## src/rtl/cdb_pkg.sv

```systemverilog
// Package cdb_pkg: register codes and field widths shared by the doorbell unit.
// Assumes a 32-bit data bus with the request flag in the top bit.
package cdb_pkg;
    localparam int DATA_W   = 32;
    localparam int FLAG_BIT = 31;
    localparam int MSG_W    = 31;
    localparam int XDATA_W  = 30;

    localparam logic [2:0] REG_TRIG  = 3'd0;
    localparam logic [2:0] REG_XDATA = 3'd1;
    localparam logic [2:0] REG_ACK   = 3'd2;
    localparam logic [2:0] REG_BMASK = 3'd3;
    localparam logic [2:0] REG_DMASK = 3'd4;
    localparam logic [2:0] REG_DSTAT = 3'd5;
endpackage

```

## src/rtl/cdb_decode.sv

```systemverilog
// Module cdb_decode: splits the bus address into sender, target and register
// code, then turns a write into one-hot strobes per pair and per core.
// Assumes that an index at or above NUM_CORES makes the access void.
module cdb_decode
    import cdb_pkg::*;
#(
    parameter  int NUM_CORES = 4,
    localparam int IDX_W     = $clog2(NUM_CORES),
    localparam int ADDR_W    = 3 + 2 * IDX_W
) (
    input  logic                                  bus_we,
    input  logic [ADDR_W-1:0]                     bus_addr,
    output logic [NUM_CORES-1:0][NUM_CORES-1:0]   trig_we,
    output logic [NUM_CORES-1:0][NUM_CORES-1:0]   xdata_we,
    output logic [NUM_CORES-1:0][NUM_CORES-1:0]   ack_we,
    output logic [NUM_CORES-1:0]                  bmask_we,
    output logic [NUM_CORES-1:0]                  dmask_we,
    output logic [NUM_CORES-1:0]                  dstat_we,
    output logic [IDX_W-1:0]                      src_idx,
    output logic [IDX_W-1:0]                      dst_idx,
    output logic [2:0]                            reg_sel,
    output logic                                  idx_ok
);
    // Address field extraction
    assign reg_sel = bus_addr[2:0];
    assign dst_idx = bus_addr[3 +: IDX_W];
    assign src_idx = bus_addr[3 + IDX_W +: IDX_W];

    // Both indices must name an existing core
    assign idx_ok = (int'(src_idx) < NUM_CORES) && (int'(dst_idx) < NUM_CORES);

    for (genvar s = 0; s < NUM_CORES; s++) begin : g_src
        // Per-core register strobes, core chosen by the sender field
        assign bmask_we[s] = bus_we && idx_ok && (reg_sel == REG_BMASK) && (src_idx == IDX_W'(s));
        assign dmask_we[s] = bus_we && idx_ok && (reg_sel == REG_DMASK) && (src_idx == IDX_W'(s));
        assign dstat_we[s] = bus_we && idx_ok && (reg_sel == REG_DSTAT) && (src_idx == IDX_W'(s));
        for (genvar t = 0; t < NUM_CORES; t++) begin : g_dst
            // Per-pair register strobes
            logic hit;
            assign hit = bus_we && idx_ok && (src_idx == IDX_W'(s)) && (dst_idx == IDX_W'(t));
            assign trig_we[s][t]  = hit && (reg_sel == REG_TRIG);
            assign xdata_we[s][t] = hit && (reg_sel == REG_XDATA);
            assign ack_we[s][t]   = hit && (reg_sel == REG_ACK);
        end
    end
endmodule

```

## src/rtl/cdb_pair.sv

```systemverilog
// Module cdb_pair: storage of one sender/target pair, holding the latched
// request, the message and the data word. Reports an acknowledge event when a
// latched request is retired. Assumes a trigger strobe takes priority over an
// acknowledge in the same cycle.
module cdb_pair
    import cdb_pkg::*;
(
    input  logic               clk,
    input  logic               rst_n,
    input  logic               trig_we,
    input  logic               xdata_we,
    input  logic               ack_we,
    input  logic [DATA_W-1:0]  wdata,
    output logic               pend,
    output logic [MSG_W-1:0]   msg,
    output logic [XDATA_W-1:0] xdata,
    output logic               ack_evt
);
    // A flagged acknowledge of a latched request retires it
    assign ack_evt = ack_we && wdata[FLAG_BIT] && pend;

    // Request flag and message update
    always_ff @(posedge clk) begin
        if (!rst_n) begin
            pend <= 1'b0;
            msg  <= '0;
        end else if (trig_we) begin
            msg <= wdata[MSG_W-1:0];
            if (wdata[FLAG_BIT]) pend <= 1'b1;
        end else if (ack_evt) begin
            pend <= 1'b0;
        end
    end

    // Data word capture
    always_ff @(posedge clk) begin
        if (!rst_n)        xdata <= '0;
        else if (xdata_we) xdata <= wdata[XDATA_W-1:0];
    end
endmodule

```

## src/rtl/cdb_core.sv

```systemverilog
// Module cdb_core: per-core control holding the busy mask, the done mask and
// the done flags, and forming the core's level interrupt. Assumes pend_in[s]
// is the request from sender s toward this core, and ack_evt[t] is the
// retirement of this core's request toward target t.
module cdb_core #(
    parameter int NUM_CORES = 4
) (
    input  logic                 clk,
    input  logic                 rst_n,
    input  logic                 bmask_we,
    input  logic                 dmask_we,
    input  logic                 dstat_we,
    input  logic [NUM_CORES-1:0] wbits,
    input  logic [NUM_CORES-1:0] pend_in,
    input  logic [NUM_CORES-1:0] ack_evt,
    output logic [NUM_CORES-1:0] bmask,
    output logic [NUM_CORES-1:0] dmask,
    output logic [NUM_CORES-1:0] dstat,
    output logic                 irq
);
    logic [NUM_CORES-1:0] dstat_clr;

    // Mask registers
    always_ff @(posedge clk) begin
        if (!rst_n) begin
            bmask <= '0;
            dmask <= '0;
        end else begin
            if (bmask_we) bmask <= wbits;
            if (dmask_we) dmask <= wbits;
        end
    end

    // Write-one-to-clear selection for the done flags
    assign dstat_clr = dstat_we ? wbits : '0;

    // Done flags: set by an enabled retirement, cleared by software
    always_ff @(posedge clk) begin
        if (!rst_n) dstat <= '0;
        else        dstat <= (dstat & ~dstat_clr) | (ack_evt & dmask);
    end

    // Level interrupt from admitted requests and done flags
    assign irq = (|(pend_in & bmask)) | (|dstat);
endmodule

```

## src/rtl/core_doorbell_unit.sv

```systemverilog
// Module core_doorbell_unit: top of the inter-core doorbell unit. Decodes the
// register bus, holds one cdb_pair per sender/target pair and one cdb_core
// per core, and multiplexes read data. Assumes a single bus master, with
// reads returned combinationally from the current address.
module core_doorbell_unit
    import cdb_pkg::*;
#(
    parameter  int NUM_CORES = 4,
    localparam int IDX_W     = $clog2(NUM_CORES),
    localparam int ADDR_W    = 3 + 2 * IDX_W
) (
    input  logic                 clk,
    input  logic                 rst_n,
    input  logic                 bus_we,
    input  logic [ADDR_W-1:0]    bus_addr,
    input  logic [DATA_W-1:0]    bus_wdata,
    output logic [DATA_W-1:0]    bus_rdata,
    output logic [NUM_CORES-1:0] irq
);
    logic [NUM_CORES-1:0][NUM_CORES-1:0]              trig_we, xdata_we, ack_we;
    logic [NUM_CORES-1:0]                             bmask_we, dmask_we, dstat_we;
    logic [IDX_W-1:0]                                 src_idx, dst_idx;
    logic [2:0]                                       reg_sel;
    logic                                             idx_ok;
    logic [NUM_CORES-1:0][NUM_CORES-1:0]              pend_st;
    logic [NUM_CORES-1:0][NUM_CORES-1:0]              pend_ts;
    logic [NUM_CORES-1:0][NUM_CORES-1:0]              ack_evt_st;
    logic [NUM_CORES-1:0][NUM_CORES-1:0][MSG_W-1:0]   msg_st;
    logic [NUM_CORES-1:0][NUM_CORES-1:0][XDATA_W-1:0] xdata_st;
    logic [NUM_CORES-1:0][NUM_CORES-1:0]              bmask_q, dmask_q, dstat_q;

    cdb_decode #(.NUM_CORES(NUM_CORES)) u_decode (
        .bus_we   (bus_we),
        .bus_addr (bus_addr),
        .trig_we  (trig_we),
        .xdata_we (xdata_we),
        .ack_we   (ack_we),
        .bmask_we (bmask_we),
        .dmask_we (dmask_we),
        .dstat_we (dstat_we),
        .src_idx  (src_idx),
        .dst_idx  (dst_idx),
        .reg_sel  (reg_sel),
        .idx_ok   (idx_ok)
    );

    for (genvar s = 0; s < NUM_CORES; s++) begin : g_s
        for (genvar t = 0; t < NUM_CORES; t++) begin : g_t
            cdb_pair u_pair (
                .clk      (clk),
                .rst_n    (rst_n),
                .trig_we  (trig_we[s][t]),
                .xdata_we (xdata_we[s][t]),
                .ack_we   (ack_we[s][t]),
                .wdata    (bus_wdata),
                .pend     (pend_st[s][t]),
                .msg      (msg_st[s][t]),
                .xdata    (xdata_st[s][t]),
                .ack_evt  (ack_evt_st[s][t])
            );
            // Target-major view of the request flags
            assign pend_ts[t][s] = pend_st[s][t];
        end
    end

    for (genvar c = 0; c < NUM_CORES; c++) begin : g_core
        cdb_core #(.NUM_CORES(NUM_CORES)) u_core (
            .clk      (clk),
            .rst_n    (rst_n),
            .bmask_we (bmask_we[c]),
            .dmask_we (dmask_we[c]),
            .dstat_we (dstat_we[c]),
            .wbits    (bus_wdata[NUM_CORES-1:0]),
            .pend_in  (pend_ts[c]),
            .ack_evt  (ack_evt_st[c]),
            .bmask    (bmask_q[c]),
            .dmask    (dmask_q[c]),
            .dstat    (dstat_q[c]),
            .irq      (irq[c])
        );
    end

    // Read data selection
    always_comb begin
        bus_rdata = '0;
        if (idx_ok) begin
            case (reg_sel)
                REG_TRIG:  bus_rdata = {pend_st[src_idx][dst_idx], msg_st[src_idx][dst_idx]};
                REG_XDATA: bus_rdata = {{(DATA_W-XDATA_W){1'b0}}, xdata_st[src_idx][dst_idx]};
                REG_ACK:   bus_rdata = {pend_st[src_idx][dst_idx], {MSG_W{1'b0}}};
                REG_BMASK: bus_rdata[NUM_CORES-1:0] = bmask_q[src_idx];
                REG_DMASK: bus_rdata[NUM_CORES-1:0] = dmask_q[src_idx];
                REG_DSTAT: bus_rdata[NUM_CORES-1:0] = dstat_q[src_idx];
                default:   bus_rdata = '0;
            endcase
        end
    end
endmodule

```

## config.mk

```make
export PLATFORM = sky130hd
export DESIGN_NAME = core_doorbell_unit
export DESIGN_NICKNAME = d
export VERILOG_FILES = /design/src/rtl/cdb_pkg.sv /design/src/rtl/cdb_decode.sv /design/src/rtl/cdb_pair.sv /design/src/rtl/cdb_core.sv /design/src/rtl/core_doorbell_unit.sv
export SDC_FILE = /design/constraint.sdc
export NUM_CORES = 2
export LEC_CHECK = 0
export BUFFER_PORTS_ARGS = -buffer_cell sky130_fd_sc_hd__buf_2
export CORE_MARGIN = 1
export CORE_UTILIZATION = 41
export DETAILED_ROUTE_END_ITERATION = 6
export PLACE_DENSITY = 0.53
export SKIP_CTS_REPAIR_TIMING = 1
export SLEW_MARGIN = 10
export SYNTH_ARGS = -nofsm -noshare
export SYNTH_HDL_FRONTEND = slang
export SYNTH_HIERARCHICAL = 1
export SYNTH_SLANG_ARGS = --single-unit
```

## constraint.sdc

```tcl
create_clock -name clk -period 2.9 [get_ports clk]
set_clock_uncertainty 0.15 [all_clocks]
set_input_delay 0.29 -clock clk [delete_from_list [all_inputs] [get_ports clk]]
set_output_delay 0.29 -clock clk [all_outputs]
set_load 0.02 [all_outputs]
```

# Word level (Yosys, flattened, before mapping)
# Index checks and enable logic that the tools add are counted.
# totals
in_bits,42
regBits,1040
output_inout_bits,36
word_cells,328
# op_classes
reduce_logical,158
magnitude_cmp,2
eq_ne,27
n_bitwise,24
muxes,57
# ops
operator,count
$bmux 124 s2,1
$bmux 120 s2,1
$mux 124,1
$mux 120,1
$logic_and 1x1->1,115
$pmux 28 s3,1
$bmux 31 s2,1
$bmux 30 s2,1
$and 4x4->4,12
$mux 1,34
$bmux 4 s2,4
$mux 4,8
$ne 2x2->1 const B,16
$reduce_and 2->1,16
$reduce_bool 2->1,16
$reduce_or 4->1,8
$mux 31,1
$mux 30,1
$pmux 4 s5,1
$not 4->4,4
$or 4x4->4,4
$eq 2x2->1 const B,4
$eq 3x2->1 const B,2
$eq 3x3->1 const B,2
7 further kinds,13

# Longest topological paths before layout
# depth
ltp_word,8
mapped_depth,11
ltp_nobuf,5

# Hierarchy
# Netlist, hierarchy kept.
# by_module_without_submodules
module,instances,area_each_um2,cells_per_inst,seq_area_each_um2
cdb_pair,16,2386.0,203,1241.2
core_doorbell_unit,1,8742.1,625,0.0
cdb_core,4,516.7,47,240.2
cdb_decode,1,516.7,99,0.0

# Worst setup path after synthesis
# Ideal clock, no wire load.
# synth_timing
kind,input to output
from,in bus_addr[5]
to,out bus_rdata[2]
n_path_buf,5
path_stages,10
path_slack_ps,345
arrival_time_ps,2115
required_time_ps,2460
path_cell_list,buf_4 buf_6 buf_12 buf_12 buf_12 mux2i_1 a221oi_2 o21ai_1 a211o_1 a31oi_1
# synth_via
elab_chain_cells,5
elab_cells_between_ends,15
cone_classes,mux (15)
# synth_lines
item,line_no,source
from (decl),core_doorbell_unit.sv:15,"input logic [ADDR_W-1:0] bus_addr,"
$bmux 120 s2 or $bmux 124 s2 (tied branches),"core_doorbell_unit.sv:89, core_doorbell_unit.sv:88",
$mux 120 (implied by the code) or $mux 124 (tied branches),"core_doorbell_unit.sv:89, core_doorbell_unit.sv:88",
$bmux 30 s2 or $bmux 31 s2 (tied branches),"core_doorbell_unit.sv:89, core_doorbell_unit.sv:88",
$mux 30 (implied by the code) or $mux 31 (tied branches),"core_doorbell_unit.sv:89, core_doorbell_unit.sv:88",
$pmux 4 s5 (*),core_doorbell_unit.sv:87,case (reg_sel)
to (decl),core_doorbell_unit.sv:17,"output logic [DATA_W-1:0] bus_rdata,"
# Every way passes the cells marked *; elsewhere a longest branch is shown, timed or not. The select of a mux whose other input is x is not followed.

# Worst setup path after layout
# layout_timing
from,reg g_s[1].g_t[1].u_pair.xdata[2]
to,out bus_rdata[2]
# layout_via
elab_chain_cells,5
# layout_lines
item,line_no,source
from (decl),cdb_pair.sv:16,"output logic [XDATA_W-1:0] xdata,"
from (signal assigned),cdb_pair.sv:38,else if (xdata_we) xdata <= wdata[XDATA_W-1:0];
$bmux 120 s2,core_doorbell_unit.sv:89,"REG_XDATA: bus_rdata = {{(DATA_W-XDATA_W){1'b0}}, xdata_st[src_idx][dst_idx]};"
$mux 120 (implied by the code),core_doorbell_unit.sv:89,
$bmux 30 s2,core_doorbell_unit.sv:89,
$mux 30 (implied by the code),core_doorbell_unit.sv:89,
$pmux 4 s5,core_doorbell_unit.sv:87,
# No other way between the ends. The select of a mux whose other input is x is not followed.

==> out/results.ini <==
[worst_setup_path]
r2r_end=g_core[3].u_core/dstat[0]
max_stage_delay_ns=0.35
crit_family=compound AO/OA/AOI/OAI gates
r2r_cells=3
worst_ep_arrival_time_ns=2.53
crit_slowest_cell=a221oi_2
rr_startpoint=g_s[3].g_t[0].u_pair/pend
r2r_slack_ns=1.79
crit_fanout=2
cp.required_ns=2.46
critical_path_class=reg2out
crit_path_end_kind=output pin
cp.buffers_inverters=1
crit_chain=mux2i_1 -> a221oi_2 -> o21ai_1 -> a211o_1 -> a31oi_1 -> buf_2
start_kind=flip-flop

[global_route]
grt_max_degree=134
grt_pass1_vias=30820
groute.usage.overall_pct=23.14
antenna_found_initial=10
grt_first_pass_wirelength_mm=211.9
overflow=0

[power_and_ir_drop]
p_leak_nw=17.35
power.density_mw_per_mm2=562.8
vdd_drop_max_uv=460.0
finalPower_mw=31.51

[detailed_routing]
initialDrtViolationCount=2108
drcViolationCount=0
avgViaCountPerCell=5.209
routed-via-count=30720
ant_nets=0
drt_first_pass_iters=5
wl_per_cell_um=24.19
wl_mm=142.6

[final_layout]
drive_above_1_share_pct=18.32
finalInstanceArea_sq_mm=0.05599
fill_cells=10950
num-nets-final=4228
syn_to_final_growth_pct=13.11
final_cell_mix=1058 x mux2i_1, 1039 x dfxtp_1, 1014 x nor2b_1
layout_commonest_cell=mux2i_1

[placed_design]
gp_congestion=0.8050
placed_cell_area_sq_mm=0.05167
port_buffers=77
hpwlAfterDp_mm=83.77

[synth]
syn_area_sq_mm=0.04950
yosys.area.top_type=dfxtp_1
yosysSeqAreaShare_pct=42.06
avgSynthCellArea_sq_um=11.90
synth_cell_types=52
netlist.area_leader.share_pct=42.06
ys_warn_count=6
syn_nets=4202
ys_seq_elements=1040
synthCells=4160
synth_area_leaders=dfxtp_1 42%, mux2i_1 21%, nor2b_1 13%

[min_path]
worstHoldPathType=in2reg
holdPathStages=3
hp-start=bus_wdata[2]
worstHoldEndpoint=g_core[1].u_core/bmask[2]

[sta]
report.final.slew_viol_count=0
finalSetupViolCount=4
layout_setup_ws_ns=-0.06698
rsz0062_at_grt=true
fmax_mhz=337.0
max_slew_margin_pct=32.27
final-hold-violation-count=0
fin_crit_sh_pct=102.3
fin_crit_ns=2.967
tightestPinTransition_ns=1.016

[clock_network]
ctsHtreeMaxLevel=3
clk_pin_slew_worst_paths_ns=0.06
cts_buffer_depth=3
cts_tree=built
clock_latency_ns=0.69
cts_sinks=1040
cts_root_buf=clkbuf_16
cts_buffers=118

[floorplan]
start_util_pct=41.32
die-area_sq_mm=0.1221
io_pins=78
fp.dieH_um=349.5
core_sq_mm=0.1198
die_w_um=349.5
rows=127

[status]
violations=negative setup slack
status=finished, violations left

[job]
max_cap_violations=0

power by group:
| part | total [mW] | internal, mW | switching [mW] |
|---|---|---|---|
| Combinational | 1.61 | 0.658 | 0.953 |
| Clock | 15.6 | 9.44 | 6.12 |
| Sequential | 14.3 | 14.3 | 0.0191 |
cell usage after synthesis, drive strengths merged:
cell type	n
a21boi	16
a31oi	7
o211ai	1
or2	2
buf	213
mux2i	1058
nand4b	5
mux4	275
nor3	4
o221ai	3
or4b	4
clkbuf	144
o21ai	5
a41oi	1
a221oi	3
a211o	3
a21bo	16
or2b	1
o2111a	1
nor4	4
nand2b	5
a22oi	12
and3	32
nand2	41
and2	1
or4	1
mux2	32
nand3	7
nor2	92
nor4bb	1
nand4	1
inv	27
a211oi	3
nor2b	1014
a2111oi	2
nor3b	4
o22ai	26
dfxtp	1040
a31o	16
nand4bb	6
conb	1
a21oi	30
worst reg2reg max path, cell delays in order (launching register included):
cell and delay, ns:
dfxtp_1 0.43, and3_1 0.27, nand2_1 0.09, a21boi_2 0.11
state kept, by name (all words and copies together) (netlist names):
name                  count
g_core.u_core/bmask      16
g_core.u_core/dmask      16
g_core.u_core/dstat      16
g_s.g_t.u_pair/msg      496
g_s.g_t.u_pair/pend      16
g_s.g_t.u_pair/xdata    480
final cells by class:
type / count / area, sq um / area share (%)
antenna: 1 / 2.502 / 0.004469
multi-input combinational: 2736 / 26100 / 46.62
tap: 1612 / 2017 / 3.602
inverter: 27 / 101.3 / 0.1810
clock inverter: 23 / 401.6 / 0.7173
clock buffer: 196 / 3669 / 6.552
sequential: 1040 / 20820 / 37.19
timing repair buffer: 263 / 2874 / 5.133
how the worst max path moves through the flow:
stage	from	end	slack, ns	cells past startpoint
4_1_cts	g_s[3].g_t[1].u_pair/msg[1]	bus_rdata[1]	-0.17	6
3_3_place_gp	bus_addr[5]	bus_rdata[1]	-0.13	8
6_report	g_s[1].g_t[1].u_pair/xdata[2]	bus_rdata[2]	-0.07	6
2_1_floorplan	bus_addr[5]	bus_rdata[2]	0.35	10
3_5_place_dp	bus_addr[5]	bus_rdata[1]	-0.05	8
5_1_grt	g_s[1].g_t[3].u_pair/msg[3]	bus_rdata[3]	-0.14	5
logic make-up (layout without fill, tap and decap cells):
| logic type | Yosys count | count (layout) | synth area share, % |
|---|---|---|---|
| other cells | 1 | 2 | 0.007575 |
| flops | 1040 | 1040 | 42.06 |
| simple gates | 1225 | 1225 | 14.92 |
| buf+inv | 384 | 509 | 5.940 |
| mux | 1365 | 1365 | 34.89 |
| compound gates | 145 | 145 | 2.184 |
per-layer routing:
layer  vias up  share of wire [%]  track usage (%)
met5         -                  0                0
met4         0                1.9            5.567
met3       171                3.2            2.562
met2       509                 46            37.10
met1     15350                 49            33.19
li1      14690                  -                -
stage by stage:
stage	std cells	worst slack, ns	utilization [%]	setup TNS (ns)	hold slack (ns)
after global routing	5898	-0.1410	46.73	-0.3534	0.02081
after floorplan	4160	0.3454	-	0	0.2897
after global placement	5675	-0.1264	43.13	-0.1264	0.3160
final	5898	-0.06698	46.73	-0.1263	0.01343
after detailed placement	5675	-0.05341	43.13	-0.05341	0.3140
after CTS	5894	-0.1656	46.53	-1.179	-0.1524
Note: power is estimated with default switching activity, not from simulation.
